$ cat src/rtl/sr_pkg.sv
// Shared types and elaboration helpers for the self-refresh sequencer.
// Assumes all times are given in ns and the clock period in ps.
package sr_pkg;

    typedef enum logic [2:0] {
        ST_IDLE,
        ST_PRE_BURST,
        ST_ENTER_CBR,
        ST_HOLD,
        ST_SELF,
        ST_EXIT_PRE,
        ST_POST_BURST,
        ST_READY
    } sr_state_e;

    typedef enum logic [1:0] {
        BP_IDLE,
        BP_CSR,
        BP_RAS,
        BP_PRE
    } burst_phase_e;

    // Ceiling conversion of a time in ns to clock cycles, never below one.
    function automatic int unsigned ns_to_cycles(input longint unsigned t_ns,
                                                 input longint unsigned clk_ps);
        longint unsigned c;
        c = (t_ns * 64'd1000 + clk_ps - 64'd1) / clk_ps;
        if (c == 64'd0) c = 64'd1;
        return c[31:0];
    endfunction

    // Largest of three cycle counts, used to size shared counters.
    function automatic int unsigned max3(input int unsigned a, input int unsigned b,
                                         input int unsigned c);
        int unsigned m;
        m = (a > b) ? a : b;
        return (m > c) ? m : c;
    endfunction

endpackage

$ cat src/rtl/sr_interval_timer.sv
// Loadable down-counter: after a load of N it reports expiry in the N-th cycle.
// Assumes load_val >= 1 and that a load is not issued while a count is running.
module sr_interval_timer #(
    parameter int unsigned W = 16
) (
    input  logic         clk,
    input  logic         rst_n,
    input  logic         load,
    input  logic [W-1:0] load_val,
    output logic         expired
);

    logic [W-1:0] cnt;
    logic         run;

    // Count down from the loaded value; stop at zero.
    always_ff @(posedge clk) begin
        if (!rst_n) begin
            run <= 1'b0;
            cnt <= '0;
        end else if (load) begin
            run <= 1'b1;
            cnt <= load_val - W'(1);
        end else if (run) begin
            if (cnt == '0) run <= 1'b0;
            else           cnt <= cnt - W'(1);
        end
    end

    // Expiry flag for the final cycle of the interval.
    always_comb expired = run && (cnt == '0);

    // no reload lands on a running count (interval would be cut short).
    p_no_reload_r5: assert property (@(posedge clk) disable iff (!rst_n)
        load |-> (!run || expired));

endmodule

$ cat src/rtl/sr_cbr_burst.sv
// Issues a burst of BURST_LEN CAS-before-RAS refresh pulses on a start pulse.
// Each pulse is CSR_CYC cycles of CAS only, RAS_CYC of both low, RP_CYC both high.
// Assumes start only arrives while no burst is running.
module sr_cbr_burst import sr_pkg::*; #(
    parameter int unsigned BURST_LEN = 2048,
    parameter int unsigned CSR_CYC   = 2,
    parameter int unsigned RAS_CYC   = 14,
    parameter int unsigned RP_CYC    = 10
) (
    input  logic clk,
    input  logic rst_n,
    input  logic start,
    output logic ras_n,
    output logic cas_n,
    output logic done
);

    localparam int unsigned PW   = (BURST_LEN > 2) ? $clog2(BURST_LEN) : 1;
    localparam int unsigned CMAX = max3(CSR_CYC, RAS_CYC, RP_CYC);
    localparam int unsigned CW   = $clog2(CMAX + 1);

    burst_phase_e  phase;
    logic [CW-1:0] cnt;
    logic [PW-1:0] pcnt;
    logic          last_pulse;

    always_comb last_pulse = (pcnt == PW'(BURST_LEN - 1));

    // Walk each pulse through its three phases and count pulses.
    always_ff @(posedge clk) begin
        if (!rst_n) begin
            phase <= BP_IDLE;
            cnt   <= '0;
            pcnt  <= '0;
        end else begin
            case (phase)
                BP_IDLE: if (start) begin
                    phase <= BP_CSR;
                    cnt   <= CW'(CSR_CYC - 1);
                    pcnt  <= '0;
                end
                BP_CSR: if (cnt == '0) begin
                    phase <= BP_RAS;
                    cnt   <= CW'(RAS_CYC - 1);
                end else cnt <= cnt - CW'(1);
                BP_RAS: if (cnt == '0) begin
                    phase <= BP_PRE;
                    cnt   <= CW'(RP_CYC - 1);
                end else cnt <= cnt - CW'(1);
                default: if (cnt == '0) begin
                    if (last_pulse) begin
                        phase <= BP_IDLE;
                    end else begin
                        phase <= BP_CSR;
                        cnt   <= CW'(CSR_CYC - 1);
                        pcnt  <= pcnt + PW'(1);
                    end
                end else cnt <= cnt - CW'(1);
            endcase
        end
    end

    // Strobe decode and end-of-burst flag.
    always_comb begin
        cas_n = !((phase == BP_CSR) || (phase == BP_RAS));
        ras_n = !(phase == BP_RAS);
        done  = (phase == BP_PRE) && (cnt == '0) && last_pulse;
    end

    // RAS only falls after CAS was already low in the previous cycle.
    p_cas_leads_r3: assert property (@(posedge clk) disable iff (!rst_n)
        $fell(ras_n) |-> (!cas_n && $past(!cas_n)));

    // a new burst never starts on top of a running one.
    p_start_idle_r3: assert property (@(posedge clk) disable iff (!rst_n)
        start |-> (phase == BP_IDLE));

endmodule

$ cat src/rtl/sr_seq.sv
// Self-refresh entry/exit sequencer for an asynchronous page-mode DRAM.
// Takes ownership by request/grant, runs a refresh burst, enters self refresh
// with CAS before RAS, holds, exits with a RAS precharge, runs a second burst.
// Assumes times are in ns and the clock period in ps; strobes are active low.
module sr_seq import sr_pkg::*; #(
    parameter int unsigned CLK_PS       = 5000,
    parameter int unsigned HOLD_NS      = 100000,
    parameter int unsigned PRECH_NS     = 124,
    parameter int unsigned CSR_NS       = 10,
    parameter int unsigned BURST_RAS_NS = 70,
    parameter int unsigned BURST_RP_NS  = 50,
    parameter int unsigned BURST_LEN    = 2048
) (
    input  logic clk,
    input  logic rst_n,
    input  logic sr_enter_req,
    input  logic sr_exit_req,
    output logic arb_req,
    input  logic arb_gnt,
    output logic ras_n,
    output logic cas_n,
    output logic busy,
    output logic ready
);

    localparam int unsigned HOLD_CYC  = ns_to_cycles(HOLD_NS, CLK_PS);
    localparam int unsigned PRECH_CYC = ns_to_cycles(PRECH_NS, CLK_PS);
    localparam int unsigned CSR_CYC   = ns_to_cycles(CSR_NS, CLK_PS);
    localparam int unsigned RAS_CYC   = ns_to_cycles(BURST_RAS_NS, CLK_PS);
    localparam int unsigned RP_CYC    = ns_to_cycles(BURST_RP_NS, CLK_PS);
    localparam int unsigned TMR_MAX   = max3(HOLD_CYC, PRECH_CYC, CSR_CYC);
    localparam int unsigned TW        = $clog2(TMR_MAX + 1);
    localparam int unsigned FW        = $clog2(BURST_LEN + 1);

    sr_state_e     state, nxt;
    logic          exit_pend, go_exit;
    logic          b_start, b_done, b_ras_n, b_cas_n;
    logic          t_load, t_exp;
    logic [TW-1:0] t_val;

    sr_cbr_burst #(
        .BURST_LEN (BURST_LEN),
        .CSR_CYC   (CSR_CYC),
        .RAS_CYC   (RAS_CYC),
        .RP_CYC    (RP_CYC)
    ) u_burst (
        .clk   (clk),
        .rst_n (rst_n),
        .start (b_start),
        .ras_n (b_ras_n),
        .cas_n (b_cas_n),
        .done  (b_done)
    );

    sr_interval_timer #(.W(TW)) u_timer (
        .clk      (clk),
        .rst_n    (rst_n),
        .load     (t_load),
        .load_val (t_val),
        .expired  (t_exp)
    );

    // Exit may begin only from the self state, on a pending or fresh request.
    always_comb go_exit = (state == ST_SELF) && (exit_pend || sr_exit_req);

    // Next-state, timer load and burst start selection.
    always_comb begin
        nxt     = state;
        t_load  = 1'b0;
        t_val   = '0;
        b_start = 1'b0;
        case (state)
            ST_IDLE: if (sr_enter_req && arb_gnt) begin
                nxt     = ST_PRE_BURST;
                b_start = 1'b1;
            end
            ST_PRE_BURST: if (b_done) begin
                nxt    = ST_ENTER_CBR;
                t_load = 1'b1;
                t_val  = TW'(CSR_CYC);
            end
            ST_ENTER_CBR: if (t_exp) begin
                nxt    = ST_HOLD;
                t_load = 1'b1;
                t_val  = TW'(HOLD_CYC);
            end
            ST_HOLD: if (t_exp) nxt = ST_SELF;
            ST_SELF: if (go_exit) begin
                nxt    = ST_EXIT_PRE;
                t_load = 1'b1;
                t_val  = TW'(PRECH_CYC);
            end
            ST_EXIT_PRE: if (t_exp) begin
                nxt     = ST_POST_BURST;
                b_start = 1'b1;
            end
            ST_POST_BURST: if (b_done) nxt = ST_READY;
            default: nxt = ST_IDLE;
        endcase
    end

    // State register.
    always_ff @(posedge clk) begin
        if (!rst_n) state <= ST_IDLE;
        else        state <= nxt;
    end

    // Remember an exit request that arrives before self refresh is active.
    always_ff @(posedge clk) begin
        if (!rst_n)
            exit_pend <= 1'b0;
        else if (go_exit)
            exit_pend <= 1'b0;
        else if (sr_exit_req && (state inside {ST_PRE_BURST, ST_ENTER_CBR, ST_HOLD}))
            exit_pend <= 1'b1;
    end

    // Strobe and status decode.
    always_comb begin
        case (state)
            ST_PRE_BURST, ST_POST_BURST: begin ras_n = b_ras_n; cas_n = b_cas_n; end
            ST_ENTER_CBR:                begin ras_n = 1'b1;    cas_n = 1'b0;    end
            ST_HOLD, ST_SELF:            begin ras_n = 1'b0;    cas_n = 1'b0;    end
            default:                     begin ras_n = 1'b1;    cas_n = 1'b1;    end
        endcase
        busy    = !((state == ST_IDLE) || (state == ST_READY));
        ready   = (state == ST_READY);
        arb_req = busy || ((state == ST_IDLE) && sr_enter_req);
    end

    // ---------------- checker state and assertions ----------------
    logic          ras_q;
    logic [TW-1:0] low_run, hi_run;
    logic [FW-1:0] burst_falls;

    // Run lengths of RAS low/high and refresh pulses per burst, for checking.
    always_ff @(posedge clk) begin
        if (!rst_n) begin
            ras_q       <= 1'b1;
            low_run     <= '0;
            hi_run      <= '0;
            burst_falls <= '0;
        end else begin
            ras_q   <= ras_n;
            low_run <= ras_n ? '0 : ((low_run == TW'(TMR_MAX)) ? low_run : low_run + TW'(1));
            hi_run  <= !ras_n ? '0 : ((hi_run == TW'(TMR_MAX)) ? hi_run : hi_run + TW'(1));
            if (b_start)
                burst_falls <= '0;
            else if (ras_q && !ras_n && (state inside {ST_PRE_BURST, ST_POST_BURST}))
                burst_falls <= burst_falls + FW'(1);
        end
    end

    // a finished burst contains exactly BURST_LEN RAS pulses.
    p_burst_count_r3: assert property (@(posedge clk) disable iff (!rst_n)
        b_done |-> (burst_falls == FW'(BURST_LEN)));

    // RAS never low while CAS is high (CBR only).
    p_cbr_only_r3: assert property (@(posedge clk) disable iff (!rst_n)
        !ras_n |-> !cas_n);

    // strobes only move while the memory is owned.
    p_owned_r2: assert property (@(posedge clk) disable iff (!rst_n)
        $fell(cas_n) |-> arb_req);

    // self refresh is only reached after the full low hold.
    p_hold_min_r5: assert property (@(posedge clk) disable iff (!rst_n)
        (state == ST_SELF) |-> (low_run >= TW'(HOLD_CYC)));

    // strobes are frozen while self refresh persists.
    p_self_quiet_r6: assert property (@(posedge clk) disable iff (!rst_n)
        (state == ST_SELF && $past(state) == ST_SELF) |-> ($stable(ras_n) && $stable(cas_n)));

    // both strobes rise together.
    p_rise_together_r7: assert property (@(posedge clk) disable iff (!rst_n)
        $rose(ras_n) |-> $rose(cas_n));

    // precharge length before the post-exit burst.
    p_prech_r7: assert property (@(posedge clk) disable iff (!rst_n)
        ($past(state) == ST_EXIT_PRE && state == ST_POST_BURST) |-> (hi_run >= TW'(PRECH_CYC)));

    // ready is a single-cycle pulse followed by a free state.
    p_ready_pulse_r8: assert property (@(posedge clk) disable iff (!rst_n)
        ready |=> (!ready && !busy));

endmodule

$ cat config.mk
export PLATFORM = sky130hd
export DESIGN_NAME = sr_seq
export DESIGN_NICKNAME = d
export VERILOG_FILES = /design/src/rtl/sr_pkg.sv /design/src/rtl/sr_interval_timer.sv /design/src/rtl/sr_cbr_burst.sv /design/src/rtl/sr_seq.sv
export SDC_FILE = /design/constraint.sdc
export NUM_CORES = 1
export LEC_CHECK = 0
export CORE_ASPECT_RATIO = 1.1
export CORE_UTILIZATION = 50
export CTS_CLUSTER_DIAMETER = 40
export CTS_CLUSTER_SIZE = 40
export DETAILED_ROUTE_END_ITERATION = 12
export DONT_BUFFER_PORTS = 1
export HOLD_SLACK_MARGIN = 0.06
export SETUP_SLACK_MARGIN = 0.3
export SYNTH_ARGS = -nofsm -noshare
export SYNTH_HDL_FRONTEND = slang
export SYNTH_SLANG_ARGS = --single-unit
$ cat constraint.sdc
create_clock -name clk -period 2.95 [get_ports clk]
set_input_delay 0 -clock clk [delete_from_list [all_inputs] [get_ports clk]]
set_output_delay 0 -clock clk [all_outputs]
set_load 0.02 [all_outputs]
==> impl_summary.md <==
Outcome
The flow ran to the end, and the final reports show no timing, DRC or antenna violations.

Finish
The final layout contains about 340 nets. The final core utilization is 0.564. The area growth from synthesis to layout is 8.95%. The diode insertion count for antenna repair is 0. The share of cells above drive strength 1 is 0.120.

For this run, the number of standard cells in the final layout without fillers is approximately 380. Summing all non-filler instances in the final layout gives an area of 2820 um^2.

Place
The total cell area at the placement stage is 2660 um^2. The number of port buffers is 0. The final weighted congestion in routability-driven placement is 0.824. Detailed placement ended at an HPWL of 4680 um. After detailed placement, the design holds a cell count of 374.

Before CTS, the worst setup slack after placement is 384 ps.

Setup path
The critical path in this run is classified as flip-flop to flip-flop. The critical path launch point type is a flip-flop. The required arrival time at the worst endpoint is 3170 ps.

The worst setup path is captured at a flip-flop. The maximum net fanout on the critical path is 5. The worst endpoint data arrival time is 2720 ps.

Clock network
Post-CTS timing repair inserted 0 buffers for setup. In this run the clock root is driven by a sky130_fd_sc_hd__clkbuf_8. After clock tree synthesis, the clock-pin slew on the worst setup and hold paths is approximately 80 ps.

In this run, CTS created clock tree buffers numbering 5. The total clock sinks is 37. TritonCTS built the clock tree. The number of levels the H-tree was split into is 2. The longest clock path from root to sink contains 2 buffers. For the worst-skew pair, the clock arrives at the later sink with an insertion delay of ~290 ps.

Timing
The final critical delay including setup and external delays is approximately 2500 ps. The total setup violations reported at the end of the flow is 0. For the pin with the worst max-slew slack, the measured transition is 1150 ps. Measured against its own limit, the worst slew margin works out to 0.234.

The clock tree skew after final layout is 5.37 ps. The fmax is 0.401 GHz. The tightest hold path in the finished design has a slack of 153 ps. The final hold violation count is 0. After layout, the worst setup slack is 456 ps. Summed over all failing endpoints, the final setup total negative slack is 0 ps. The number of pins with negative max-slew slack in the final report is 0. Setup repair after global routing could not meet its margin everywhere. Dividing the final minimum period by the clock period gives 0.846.

Pwr
The final total power is 1.82 mW. The total power per unit cell area is 646 nW/um^2. IR analysis of the VDD net gives a maximum drop of 0.463 mV.

In this run the static leakage power is 1.03 nW.

Synthesis
The portion of the post-synthesis area used by sequential elements is 0.286. Dividing the synthesized area by the synthesized cell count gives 8.11 um^2. The count of distinct cell types in the synthesized netlist is 65. In the post-synthesis netlist, the biggest area contributors are sky130_fd_sc_hd__dfxtp_1 29%, sky130_fd_sc_hd__ha_1 5.8%, sky130_fd_sc_hd__a21oi_1 4.4%. For this run, the number of Yosys warnings is 0. The synthesized netlist occupies a cell area of approximately 2600 um^2.

By instance count, the leading cell after synthesis is sky130_fd_sc_hd__dfxtp_1. The largest area contributor in the netlist is sky130_fd_sc_hd__dfxtp_1. In this run, synthesis inferred 0 flip-flops with an integrated enable. The most common flop cell mapped by yosys is sky130_fd_sc_hd__dfxtp_1. In the synthesized netlist, the cells that appear most often are 37 x sky130_fd_sc_hd__dfxtp_1, 23 x sky130_fd_sc_hd__a21oi_1, 22 x sky130_fd_sc_hd__o21ai_0. The share of async-settable or async-resettable flops after synthesis is 0. The post-synthesis instance total is between 300 and 400.

The post-synthesis register bit count is 37. The net count after synthesis is 336. Of the post-synthesis cell area, the dominant cell type holds 0.286.

Drt
Once detail routing completed, the nets flagged for antenna violations numbered 0. The via density per instance is 6.44. The detailed-route DRC error count is 0. The DRC marker count from the first detailed-route iteration is 155. The sum of routed wire length over all layers is 6640 um. The first-pass iteration count of the detailed router is 4. The routed layout has 2,473 vias. The final routed wire length divided by cell count is 17.3 um.

Global route
The global-route congestion overflow total is 0. The number of global-route vias before repair is approximately 2,400. The first global-routing pass estimated roughly 11,000 um of wire.

The initial antenna violation count is 0. The overall fraction of global-route tracks in use is 0.258. Entering global routing, the biggest net connects 31 pins.

Floorplan
The die is 77.5 um tall. Measured along the x axis, the die boundary spans 70.6 um. In this run the standard cell core region covers 5000 um^2. For this configuration, the core starts out at a cell density of 0.518. The area enclosed by the die boundary is 5470 um^2. The floorplan has 27 rows. In this run the count of I/O pins placed on the die edge is 10.

Hold path
The tightest min-delay check is of the input port to flip-flop type.

Job
The max capacitance violation total is 0.
-- sequential cells by signal, indices dropped and copies added (netlist names) --
register	flops
u_burst.cnt	4
u_timer.cnt	15
u_timer.run	1
u_burst.phase	2
state	3
exit_pend	1
u_burst.pcnt	11
-- report_power, final --
group          total, mW  internal [mW]  leakage [nW]  switching [mW]
Sequential         0.599          0.546         0.299          0.0531
Combinational      0.751          0.258         0.669           0.493
Clock              0.473          0.275        0.0574           0.198
Total               1.82           1.08          1.03           0.744
-- metal layers --
| metal | share of wire | wire (um) | up-vias | global-route usage |
|---|---|---|---|---|
| met1 | 0.47 | 3140 | 1182 | 0.335 |
| li1 | - | - | 1243 | - |
| met5 | 0 | 0 | - | 0 |
| met4 | 0.016 | 108 | 0 | 0.0760 |
| met2 | 0.47 | 3150 | 38 | 0.442 |
| met3 | 0.036 | 242 | 10 | 0.0416 |
-- critical path: stages, from the launching register on --
cell and delay (ps):
sky130_fd_sc_hd__dfxtp_1 390, sky130_fd_sc_hd__ha_2 240, sky130_fd_sc_hd__nand4_1 140, sky130_fd_sc_hd__or3_1 360, sky130_fd_sc_hd__nor2_1 150, sky130_fd_sc_hd__nor2b_1 60
sky130_fd_sc_hd__nor2_1 140, sky130_fd_sc_hd__ha_2 260, sky130_fd_sc_hd__nand2_1 90, sky130_fd_sc_hd__a21oi_2 240, sky130_fd_sc_hd__o311ai_0 190, sky130_fd_sc_hd__a21oi_1 160
-- area by class of cell --
| class | instances | area (um^2) |
|---|---|---|
| Clock buffer | 6 | 82.6 |
| Multi-Input combinational cell | 250 | 1710 |
| Inverter | 17 | 63.8 |
| Clock inverter | 2 | 37.5 |
| Timing Repair Buffer | 14 | 110 |
| Tap cell | 58 | 72.6 |
| Fill cell | 471 | 2180 |
| Sequential cell | 37 | 741 |
-- layout by cell type (no fill, tap or decap), drive strengths merged, types with 6 or more instances in the layout --
cell type / instances
ha: 12
o311ai: 6
o21ai: 23
nand2: 18
mux2i: 9
inv: 17
o211ai: 10
clkbuf: 6
nor3: 11
dfxtp: 37
o31ai: 8
a21oi: 24
nor2: 21
nor4: 11
or3: 6
or4: 11
buf: 12
nand3: 13
-- cells by family (layout without fill, tap and decap cells) --
| logic type | count (synthesis) | after routing | synth area share |
|---|---|---|---|
| DFF | 37 | 37 | 0.286 |
| adders and majority gates | 12 | 12 | 0.0580 |
| and+or+nand+nor | 115 | 115 | 0.256 |
| buffers and inverters | 32 | 39 | 0.0590 |
| muxes | 9 | 9 | 0.0348 |
| xor gates and xnor gates | 5 | 5 | 0.0169 |
| AOI/OAI and AO/OA | 109 | 109 | 0.289 |
-- worst paths after layout --
path	slack [ps]	cells past startpoint	endpoint	from
setup / recovery	460	11	u_timer.cnt[6]	u_burst.pcnt[0]
hold / removal	150	2	exit_pend	rst_n
setup reg to reg	460	11	u_timer.cnt[6]	u_burst.pcnt[0]
hold reg to reg	480	2	u_burst.pcnt[10]	u_burst.pcnt[10]
-- what timing repair did --
action / 4_1_cts / 5_1_grt
hold buffers: 2 / 0
resized for setup: 0 / 5
hold endpoints to repair: 30 / 0
setup endpoints to repair: 0 / 6
No activity file was read; power rests on OpenSTA's default activity.
